[config.mk]
export PLATFORM = sky130hd
export DESIGN_NAME = eff_addr_unit
export DESIGN_NICKNAME = d
export VERILOG_FILES = /design/src/rtl/eau_pkg.sv /design/src/rtl/eau_opclass.sv /design/src/rtl/eau_index_add.sv /design/src/rtl/eau_merge.sv /design/src/rtl/eff_addr_unit.sv
export SDC_FILE = /design/constraint.sdc
export NUM_CORES = 1
export LEC_CHECK = 0
export BUFFER_PORTS_ARGS = -buffer_cell sky130_fd_sc_hd__buf_2
export CORE_AREA = 4 4 76 78
export DETAILED_ROUTE_END_ITERATION = 16
export DIE_AREA = 0 0 80 82
export PLACE_DENSITY = 0.81
export SYNTH_ARGS = -nofsm -noshare
export SYNTH_HDL_FRONTEND = slang
export SYNTH_SLANG_ARGS = --single-unit
export TNS_END_PERCENT = 30
[constraint.sdc]
create_clock -name clk -period 2.4 [get_ports clk]
set_clock_uncertainty 0.1 [all_clocks]
set_input_delay 0.24 -clock clk [delete_from_list [all_inputs] [get_ports clk]]
set_output_delay 0.24 -clock clk [all_outputs]
set_load 0.02 [all_outputs]
[src/rtl/eau_pkg.sv]
// Package: shared widths, field positions and controller states for the
// effective address modification unit. Assumes the 24-bit word layout
// opcode[23:18], selector[17:15], indirect[14], address[13:0].
package eau_pkg;
    localparam int WORD_W = 24;
    localparam int ADDR_W = 14;
    localparam int SEL_W  = 3;
    localparam int OP_W   = 6;
    localparam int IND_BIT = ADDR_W;
    localparam int SEL_LO  = ADDR_W + 1;
    localparam int SEL_HI  = SEL_LO + SEL_W - 1;
    localparam int OP_LO   = SEL_HI + 1;

    typedef enum logic [1:0] {
        S_IDLE  = 2'd0,
        S_EVAL  = 2'd1,
        S_FETCH = 2'd2,
        S_DONE  = 2'd3
    } eau_state_t;
endpackage

[src/rtl/eau_opclass.sv]
// Opcode classifier: flags opcodes whose bits 17-14 are a condition field
// (no modification at all) and opcodes whose selector names an index
// register (no indexing, selector kept through indirection).
// Assumes the opcode lists are given as parameters.
module eau_opclass #(
    parameter int OP_W = 6,
    parameter int N_BYP = 3,
    parameter int N_XFR = 2,
    parameter logic [N_BYP*OP_W-1:0] BYP_OPS = {6'o42, 6'o41, 6'o40},
    parameter logic [N_XFR*OP_W-1:0] XFR_OPS = {6'o13, 6'o05}
) (
    input  logic [OP_W-1:0] op,
    output logic            bypass,
    output logic            xfer
);
    logic [N_BYP-1:0] byp_hit;
    logic [N_XFR-1:0] xfr_hit;

    // one comparator per condition-field opcode
    for (genvar i = 0; i < N_BYP; i++) begin : g_byp
        assign byp_hit[i] = (op == BYP_OPS[i*OP_W +: OP_W]);
    end
    // one comparator per index-transfer opcode
    for (genvar j = 0; j < N_XFR; j++) begin : g_xfr
        assign xfr_hit[j] = (op == XFR_OPS[j*OP_W +: OP_W]);
    end

    assign bypass = |byp_hit;
    assign xfer   = |xfr_hit;
endmodule

[src/rtl/eau_index_add.sv]
// Index stage: when enabled, adds the index register value to the address
// field (wrapping at the address width) and clears the selector field.
// Assumes the caller has already excluded selector 0 and exempt opcodes.
module eau_index_add #(
    parameter int WORD_W = 24,
    parameter int ADDR_W = 14,
    parameter int SEL_W  = 3
) (
    input  logic [WORD_W-1:0] word_in,
    input  logic              en,
    input  logic [ADDR_W-1:0] xval,
    output logic [WORD_W-1:0] word_out
);
    localparam int SEL_LO = ADDR_W + 1;
    localparam int UPPER  = WORD_W - SEL_LO - SEL_W;

    logic [ADDR_W-1:0] sum;

    // wrapping address addition
    always_comb sum = word_in[ADDR_W-1:0] + xval;

    // rebuild the word with sum and cleared selector when enabled
    always_comb begin
        if (en)
            word_out = {word_in[WORD_W-1 -: UPPER], {SEL_W{1'b0}},
                        word_in[ADDR_W], sum};
        else
            word_out = word_in;
    end
endmodule

[src/rtl/eau_merge.sv]
// Indirect merge: overlays the low bits of a fetched word onto the held
// word. Normal opcodes take the selector, flag and address; index-transfer
// opcodes take only flag and address. Upper fetched bits are discarded.
module eau_merge #(
    parameter int WORD_W = 24,
    parameter int ADDR_W = 14,
    parameter int SEL_W  = 3
) (
    input  logic [WORD_W-1:0] held,
    input  logic [WORD_W-1:0] fetched,
    input  logic              xfer,
    output logic [WORD_W-1:0] merged
);
    localparam int LOW_FULL = ADDR_W + 1 + SEL_W;
    localparam int LOW_XFR  = ADDR_W + 1;
    localparam logic [WORD_W-1:0] MASK_FULL = {{(WORD_W-LOW_FULL){1'b0}}, {LOW_FULL{1'b1}}};
    localparam logic [WORD_W-1:0] MASK_XFR  = {{(WORD_W-LOW_XFR){1'b0}}, {LOW_XFR{1'b1}}};

    logic [WORD_W-1:0] take;

    // choose which low bits come from memory
    always_comb take = xfer ? MASK_XFR : MASK_FULL;

    // bitwise overlay
    always_comb merged = (fetched & take) | (held & ~take);
endmodule

[src/rtl/eff_addr_unit.sv]
// Top: effective address modification controller. Holds the instruction
// word and loops EVAL (index, then decide on indirection) and FETCH
// (indirect read) until the indirect flag is clear, then reports done.
// Assumes the index file read is combinational and memory answers with a
// one-cycle mem_ack pulse while mem_req is high.
module eff_addr_unit
    import eau_pkg::*;
#(
    parameter int N_BYP = 3,
    parameter int N_XFR = 2,
    parameter logic [N_BYP*OP_W-1:0] BYP_OPS = {6'o42, 6'o41, 6'o40},
    parameter logic [N_XFR*OP_W-1:0] XFR_OPS = {6'o13, 6'o05}
) (
    input  logic              clk,
    input  logic              rst_n,
    input  logic              start,
    input  logic [WORD_W-1:0] instr_in,
    output logic [SEL_W-1:0]  xr_sel,
    input  logic [ADDR_W-1:0] xr_data,
    output logic              mem_req,
    output logic [ADDR_W-1:0] mem_addr,
    input  logic              mem_ack,
    input  logic [WORD_W-1:0] mem_rdata,
    output logic              done,
    output logic [WORD_W-1:0] instr_out,
    output logic [ADDR_W-1:0] eff_addr
);
    eau_state_t        state;
    logic [WORD_W-1:0] word_q;
    logic              bypass;
    logic              xfer;
    logic              idx_en;
    logic [WORD_W-1:0] idx_word;
    logic [WORD_W-1:0] merged;

    eau_opclass #(
        .OP_W(OP_W), .N_BYP(N_BYP), .N_XFR(N_XFR),
        .BYP_OPS(BYP_OPS), .XFR_OPS(XFR_OPS)
    ) u_class (
        .op(word_q[WORD_W-1:OP_LO]), .bypass(bypass), .xfer(xfer)
    );

    // indexing allowed only for nonzero selector on ordinary opcodes
    always_comb idx_en = !bypass && !xfer && (word_q[SEL_HI:SEL_LO] != '0);

    eau_index_add #(.WORD_W(WORD_W), .ADDR_W(ADDR_W), .SEL_W(SEL_W)) u_index (
        .word_in(word_q), .en(idx_en), .xval(xr_data), .word_out(idx_word)
    );

    eau_merge #(.WORD_W(WORD_W), .ADDR_W(ADDR_W), .SEL_W(SEL_W)) u_merge (
        .held(word_q), .fetched(mem_rdata), .xfer(xfer), .merged(merged)
    );

    // controller state and held word
    always_ff @(posedge clk) begin
        if (!rst_n) begin
            state  <= S_IDLE;
            word_q <= '0;
        end else begin
            case (state)
                S_IDLE, S_DONE: begin
                    if (start) begin
                        word_q <= instr_in;
                        state  <= S_EVAL;
                    end
                end
                S_EVAL: begin
                    if (bypass) begin
                        state <= S_DONE;
                    end else begin
                        word_q <= idx_word;
                        state  <= idx_word[IND_BIT] ? S_FETCH : S_DONE;
                    end
                end
                S_FETCH: begin
                    if (mem_ack) begin
                        word_q <= merged;
                        state  <= S_EVAL;
                    end
                end
                default: state <= S_IDLE;
            endcase
        end
    end

    // output decode
    always_comb begin
        xr_sel    = word_q[SEL_HI:SEL_LO];
        mem_req   = (state == S_FETCH);
        mem_addr  = word_q[ADDR_W-1:0];
        done      = (state == S_DONE);
        instr_out = word_q;
        eff_addr  = word_q[ADDR_W-1:0];
    end

    // ---------------- assertions ----------------
    a_r1_idle_after_reset: assert property (@(posedge clk)
        !rst_n |=> !done && !mem_req);

    a_r9_req_held: assert property (@(posedge clk) disable iff (!rst_n)
        (mem_req && !mem_ack) |=> mem_req && $stable(mem_addr));

    a_r9_opcode_stable: assert property (@(posedge clk) disable iff (!rst_n)
        (state != S_IDLE && state != S_DONE) |=>
            $stable(word_q[WORD_W-1:OP_LO]) || $past(start));

    a_r8_final_flag_clear: assert property (@(posedge clk) disable iff (!rst_n)
        done |-> (!instr_out[IND_BIT] || bypass));

    a_r8_outputs_held: assert property (@(posedge clk) disable iff (!rst_n)
        (done && !start) |=> done && $stable(instr_out) && $stable(eff_addr));

    a_r6_bypass_no_fetch: assert property (@(posedge clk) disable iff (!rst_n)
        (state == S_EVAL && bypass) |=> done && !mem_req);

    a_r2_selector_cleared: assert property (@(posedge clk) disable iff (!rst_n)
        (state == S_EVAL && idx_en) |=> word_q[SEL_HI:SEL_LO] == '0);
endmodule

==> run metrics, run 1 <==
outcome=complete, no violations; GRT Overall Usage=19.5%; Place WS=0.141 ns; LEAKAGE=1.42 nW; Setup crit start kind=flip-flop; internal portion of total power=1.41 mW; maximum number of buffers from clock root to sink=2; synthesis-to-layout area growth=24.8%; largest delay contributor family on the critical path=compound AO/OA/AOI/OAI gates; net switching power figure=1.27 mW; Tmin final=2.23 ns; via count of the first global-routing pass=2293; antenna cell count=0; CP Buf/Inv Count=2; leading register cell type out of synthesis=dfxtp_1; share of power burned in the clock network=14.1%; fraction of layout cells with a size suffix above 1=38.2%; count of input and output buffers=116; class of the worst hold path=in -> reg; flop and latch count out of synthesis=26; final HPWL from detailed placement=5130 µm; total number of yosys warnings=0; worst slew margin relative to its limit=67.5%; total power density per cell area=958 nW/µm²; Slew @ Worst Pin=0.487 ns; Cell Area, Synth=2240 µm²; total DRC errors in the routed layout=0; die span in x=80 µm; Post-synth EDFFs=0; first-pass GRT wire length=10400 µm; Row Count=26; aggregate routed wire length=6440 µm; total negative setup slack=0 ns; min setup slack post-route=0.168 ns; Via-to-Cell Ratio=5.44; f_max=0.448 GHz; Worst Path Max Fanout=8; clock tree root buffer cell=clkbuf_8; sequential share of power=24.1%; area of the die=6560 µm²; Reg clk slew, reported paths=0.10 ns; Detailed Route Iter0 Violations=143; endpoint arrival time on the critical path=2.31 ns; syn nets=366; ranking of synthesized cells by instance count=buf_4, nand2_1, dfxtp_1; vias post-DR=2406; share of the clock period used by the worst path after layout=93.0%; post-layout total power=2.68 mW; Fin Hold WS=0.128 ns; Core ar.=5070 µm²; number of clock sinks seen by CTS=26; die extent in y=82 µm; library cell with the highest instance count after synthesis=buf_4; register area share after synthesis=23.2%; Wirelength per Cell=14.6 µm; DR pass1 iterations=4; antenna violations before repair=0; critical path's largest stage delay=0.40 ns; routability congestion estimate from global placement=0.922; number of slew-limit violations in the final report=0; instance count of the mapped netlist=283; synth top area cells=dfxtp_1, buf_4, ha_1, nand2_1, o21ai_0; CTS H-tree depth=1; critical path type=reg -> reg; sw frac=47.4%; overall overflow remaining after global route=0; Final nets=456; top-level port count=123; maximum number of pins on one net before global-route repair=30; max_cap viols=0; Hold Vio Cnt, Final=0; part of the total power dissipated in combinational logic=61.8%; setup repair after global routing missed its margin=yes; Setup Viol. Count Final=0; share of synthesized flip-flops with an asynchronous set or reset=0%; required time worst endpoint=2.48 ns; cell with the biggest individual delay on the critical path=dfxtp_1; distinct cell type count of the synthesized netlist=55; TritonCTS buffer count=3; Synth Area per Inst=7.93 µm²; post-synthesis cell type with the largest combined area=dfxtp_1; CTS Hold Bufs=0; clock tree from TritonCTS=done; Worst IR Drop VDD=0.000461 V; Worst setup EP type=flip-flop; proportion of netlist area held by the largest area contributor=23.2%; later-pin clock latency in the skew report=0.28 ns; cell-by-cell trace of the critical path=inv_1, ha_1, a22oi_1, a41oi_2, buf_4, nand3_1, o21ai_0, a41o_1; Detail Route Antenna Nets=0; effective utilization at floorplan=44.2%
==> metrics by stage <==
step / utilization [%] / area [µm²] / std cells
3_3_place_gp: 53.6 / 2720 / 438
5_1_grt: 55.2 / 2800 / 442
3_5_place_dp: 53.6 / 2720 / 438
4_1_cts: 55.1 / 2790 / 442
2_1_floorplan: - / 2240 / 283
6_report: 55.2 / 2800 / 442
==> registers in the layout, indices dropped and copies added (netlist names) <==
| name | cells |
|---|---|
| state | 2 |
| instr_out | 24 |
==> cell families after synthesis <==
| kind of cell | count (synthesis) | synth area share [%] |
|---|---|---|
| AOI/OAI and AO/OA | 96 | 31.1 |
| and+or+nand+nor | 80 | 17.9 |
| buffers and inverters | 56 | 14.8 |
| DFF | 26 | 23.2 |
| adders and majority gates | 17 | 9.82 |
| xor gates and xnor gates | 6 | 2.34 |
| muxes | 2 | 0.892 |
==> placed cells by master, fill, tap and decap left out, types with 3 or more instances in the layout <==
master     count
a22oi_1        8
nand2b_1       4
nand3_1       13
o2bb2ai_1      3
a21o_1         3
a221oi_1       4
buf_2        116
o21ai_1        4
a21oi_1       10
or3_1          3
a31oi_1        4
clkbuf_8       3
nor2_1        10
a222oi_1       3
and2_1         6
o21ai_0       20
xnor2_1        5
buf_4         13
nand2_1       29
dfxtp_1       26
a21boi_0       9
o211ai_1       3
inv_1         12
ha_1          16
==> cell type report <==
cell class                 count  area (µm²)
fill                         518        2280
multi-input combinational    201        1400
timing repair buffer         129         678
sequential                    26         520
tap                           70        87.6
inverter                      12        45.0
clock buffer                   3        41.3
clock inverter                 1        30.0
==> tightest hold or removal path, cell delays in order <==
cell      delay (ns)
buf_2           0.10
nand3_1         0.06
a21boi_0        0.06
==> metal layers <==
layer  vias up  global-route usage (%)  share of wire (%)
met5         -                       0                  0
met4         0                    5.07                1.0
met3        13                    5.81                9.8
met2       101                    34.5                 50
met1      1111                    23.0                 39
li1       1181                       -                  -
==> power by group through the flow <==
stage / clock (mW) / sequential, mW / combinational (mW)
after floorplan: 0 / 0.763 / 1.19
after global placement: 0 / 0.647 / 1.63
after detailed placement: 0 / 0.655 / 1.65
after CTS: 0.389 / 0.645 / 1.66
after global routing: 0.404 / 0.666 / 1.82
final: 0.379 / 0.645 / 1.66
==> path summary, 6_finish.rpt <==
path / slack, ns / start / end / cells past startpoint
worst max-delay path: 0.17 / state[0]$_SDFFE_PN0P_ / instr_out[5]$_SDFFE_PN0P_ / 8
worst min-delay path: 0.13 / instr_in[23] / instr_out[23]$_SDFFE_PN0P_ / 3
worst max register to register: 0.17 / state[0]$_SDFFE_PN0P_ / instr_out[5]$_SDFFE_PN0P_ / 8
worst min register to register: 0.41 / instr_out[14]$_SDFFE_PN0P_ / state[0]$_SDFFE_PN0P_ / 1
==> timing repair <==
action | 4_1_cts | 5_1_grt
setup endpoints to repair | 0 | 5
gates resized for setup | 0 | 3
buffers inserted | 0 | 0
(Power assumes the default switching activity.)
==> inputs of run 2 (changes only) <==
Settings changed: SETUP_SLACK_MARGIN set to 0.5.
==> run 2 against run 1 <==
  * Combinational power increased by 16%
  * Non-clock buffer count grew 6
  * Maximum frequency grew 8.8%
  * Global-route usage is 0.79 points higher
  * Critical endpoint is now instr_out[9]$_SDFFE_PN0P_
==> run metrics, run 2 (same netlist as run 1, synthesis figures left out) <==
outcome=complete, no violations; number of slew-limit violations in the final report=0 (unchanged); required time worst endpoint=2.47 ns (about the same); Slew @ Worst Pin=0.480 ns (-0.00748 ns); number of clock sinks seen by CTS=26 (unchanged); endpoint arrival time on the critical path=2.12 ns (-0.19 ns); maximum number of pins on one net before global-route repair=30 (unchanged); antenna cell count=0 (unchanged); Worst Path Max Fanout=5 (-3); routability congestion estimate from global placement=0.905 (-1.9%); LEAKAGE=1.47 nW (+2.9%); number of stages on the worst hold path=3 (unchanged); final HPWL from detailed placement=5270 µm (+2.6%); count of input and output buffers=116 (unchanged); via count of the first global-routing pass=2296 (+0.13%); part of the total power dissipated in combinational logic=64.6% (+2.8 points); top-level port count=123 (unchanged); Register-to-Register Setup Slack=0.35 ns (+0.18 ns); DR pass1 iterations=4 (unchanged); setup repair after global routing missed its margin=yes; max reg flops=24 (unchanged); first-pass GRT wire length=10700 µm (+2.8%); aggregate routed wire length=6730 µm (+4.4%); TritonCTS buffer count=3 (unchanged); die span in x=80 µm (unchanged); Final nets=462 (+1.3%); clock tree from TritonCTS=done; die extent in y=82 µm (unchanged); internal portion of total power=1.61 mW (+14%); total power density per cell area=963 nW/µm² (+0.54%); Fin Hold WS=0.132 ns (+0.00385 ns); later-pin clock latency in the skew report=0.27 ns (about the same); min setup slack post-route=0.349 ns (+0.181 ns); cell-by-cell trace of the critical path=ha_4, o21ai_1, o211ai_1, a41oi_2, xnor2_1, a222oi_1, a21oi_1; terminus of the critical flop-to-flop path=instr_out[9]$_SDFFE_PN0P_; Worst IR Drop VDD=0.000547 V (+19%); Tmin final=2.05 ns (-0.181 ns); dpl cells=435 (-0.68%); area after detailed placement=2860 µm² (+5.0%); number of gates on the worst path with buffers counted=7 (-1); class of the worst hold path=in -> reg; fraction of the core area covered by cells at the end of the flow=60.9% (+5.7 points); f_max=0.488 GHz (+8.8%); critical path type=reg -> reg; synthesis-to-layout area growth=37.7%; total negative setup slack=0 ns (unchanged); Setup crit start kind=flip-flop; summed area of non-filler cells in the final layout=3090 µm² (+10%); Place WS=0.257 ns (+0.116 ns); max_cap viols=0 (unchanged); Detail Route Antenna Nets=0 (unchanged); worst slew margin relative to its limit=68.0% (+0.50 points); clock tree root buffer cell=clkbuf_8; total DRC errors in the routed layout=0 (unchanged); most common library cell in the layout ignoring fill and taps=buf_2; Row Count=26 (unchanged); sw frac=45.8% (-1.6 points); share of power burned in the clock network=12.6% (-1.5 points); Worst setup EP type=flip-flop; overall overflow remaining after global route=0 (unchanged); share of the clock period used by the worst path after layout=85.5% (-7.6 points); sequential share of power=22.8% (-1.3 points); highest-count cells in the layout ignoring fill and taps=buf_2, nand2_1, o21ai_0, buf_4, dfxtp_1; Core ar.=5070 µm² (unchanged); Detailed Route Iter0 Violations=143 (unchanged); CTS H-tree depth=1 (unchanged); critical path's largest stage delay=0.36 ns (-0.04 ns); largest delay contributor family on the critical path=compound AO/OA/AOI/OAI gates; Wirelength per Cell=15.0 µm (+3.0%); Reg clk slew, reported paths=0.10 ns (about the same); maximum number of buffers from clock root to sink=2 (unchanged); CP Launch Point=instr_out[2]$_SDFFE_PN0P_; Setup Viol. Count Final=0 (unchanged); number of cells traversed by the worst register-to-register path=7 (-1); fraction of layout cells with a size suffix above 1=48.4% (+10 points); Setup crit end=instr_out[9]$_SDFFE_PN0P_; final cell count without fillers=448 (+1.4%); antenna violations before repair=0 (unchanged); net switching power figure=1.36 mW (+7.3%); GRT Overall Usage=20.3% (+0.79 points); origin of the critical flop-to-flop path=instr_out[2]$_SDFFE_PN0P_; effective utilization at floorplan=44.2% (unchanged); CP Buf/Inv Count=0 (-2); post-layout total power=2.98 mW (+11%); cell with the biggest individual delay on the critical path=dfxtp_2; Via-to-Cell Ratio=5.34 (-1.8%); Hold Vio Cnt, Final=0 (unchanged); CTS Hold Bufs=0 (unchanged); vias post-DR=2394 (-0.50%); area of the die=6560 µm² (unchanged)
run 2: changes by cell type in the layout (fill, tap and decap cells not counted), sizes merged:
cell / change
clkinvlp: +1
buf: +6
inv: -1
run 2: layer usage:
metal,track usage (%),part of all wire (%),vias to the layer above
met3,4.71,8.7,6
li1,-,-,1197
met2,36.3,49,93
met4,3.38,0.82,0
met1,25.2,41,1098
met5,0,0,-
run 2: repair_timing:
item	4_1_cts	5_1_grt
buffers inserted	8	1
pin swaps	6	1
setup endpoints to repair	17	17
gates resized for setup	7	7
run 2: worst min path at each step:
stage	from	end	slack, ns
floorplan	instr_in[18]	instr_out[18]$_SDFFE_PN0P_	0.31
global placement	instr_out[6]$_SDFFE_PN0P_	instr_out[6]$_SDFFE_PN0P_	0.38
detailed placement	instr_out[18]$_SDFFE_PN0P_	instr_out[18]$_SDFFE_PN0P_	0.39
CTS	instr_in[18]	instr_out[18]$_SDFFE_PN0P_	0.12
global route	instr_in[21]	instr_out[21]$_SDFFE_PN0P_	0.13
finish	instr_in[21]	instr_out[21]$_SDFFE_PN0P_	0.13
run 2: final cells by class:
type                    instances  area [µm²]
fillers                       454        1990
flip-flops and latches         26         546
clock inverters                 1        30.0
repair buffers                135         739
inverters                      12        48.8
well taps                      70        87.6
multi-input cells             201        1600
clock buffers                   3        41.3
run 2: power groups by stage:
stage / clock, mW / combinational, mW / sequential [mW]
after CTS: 0.389 / 1.87 / 0.677
final: 0.375 / 1.92 / 0.677
after global placement: 0 / 1.71 / 0.687
after detailed placement: 0 / 1.73 / 0.692
after global routing: 0.397 / 2.11 / 0.698
after floorplan: 0 / 1.26 / 0.798
run 2: worst register-to-register path: stages, from the launching register on:
cell      delay (ns)
dfxtp_2         0.36
ha_4            0.29
o21ai_1         0.12
o211ai_1        0.34
a41oi_2         0.19
xnor2_1         0.16
a222oi_1        0.29
a21oi_1         0.10
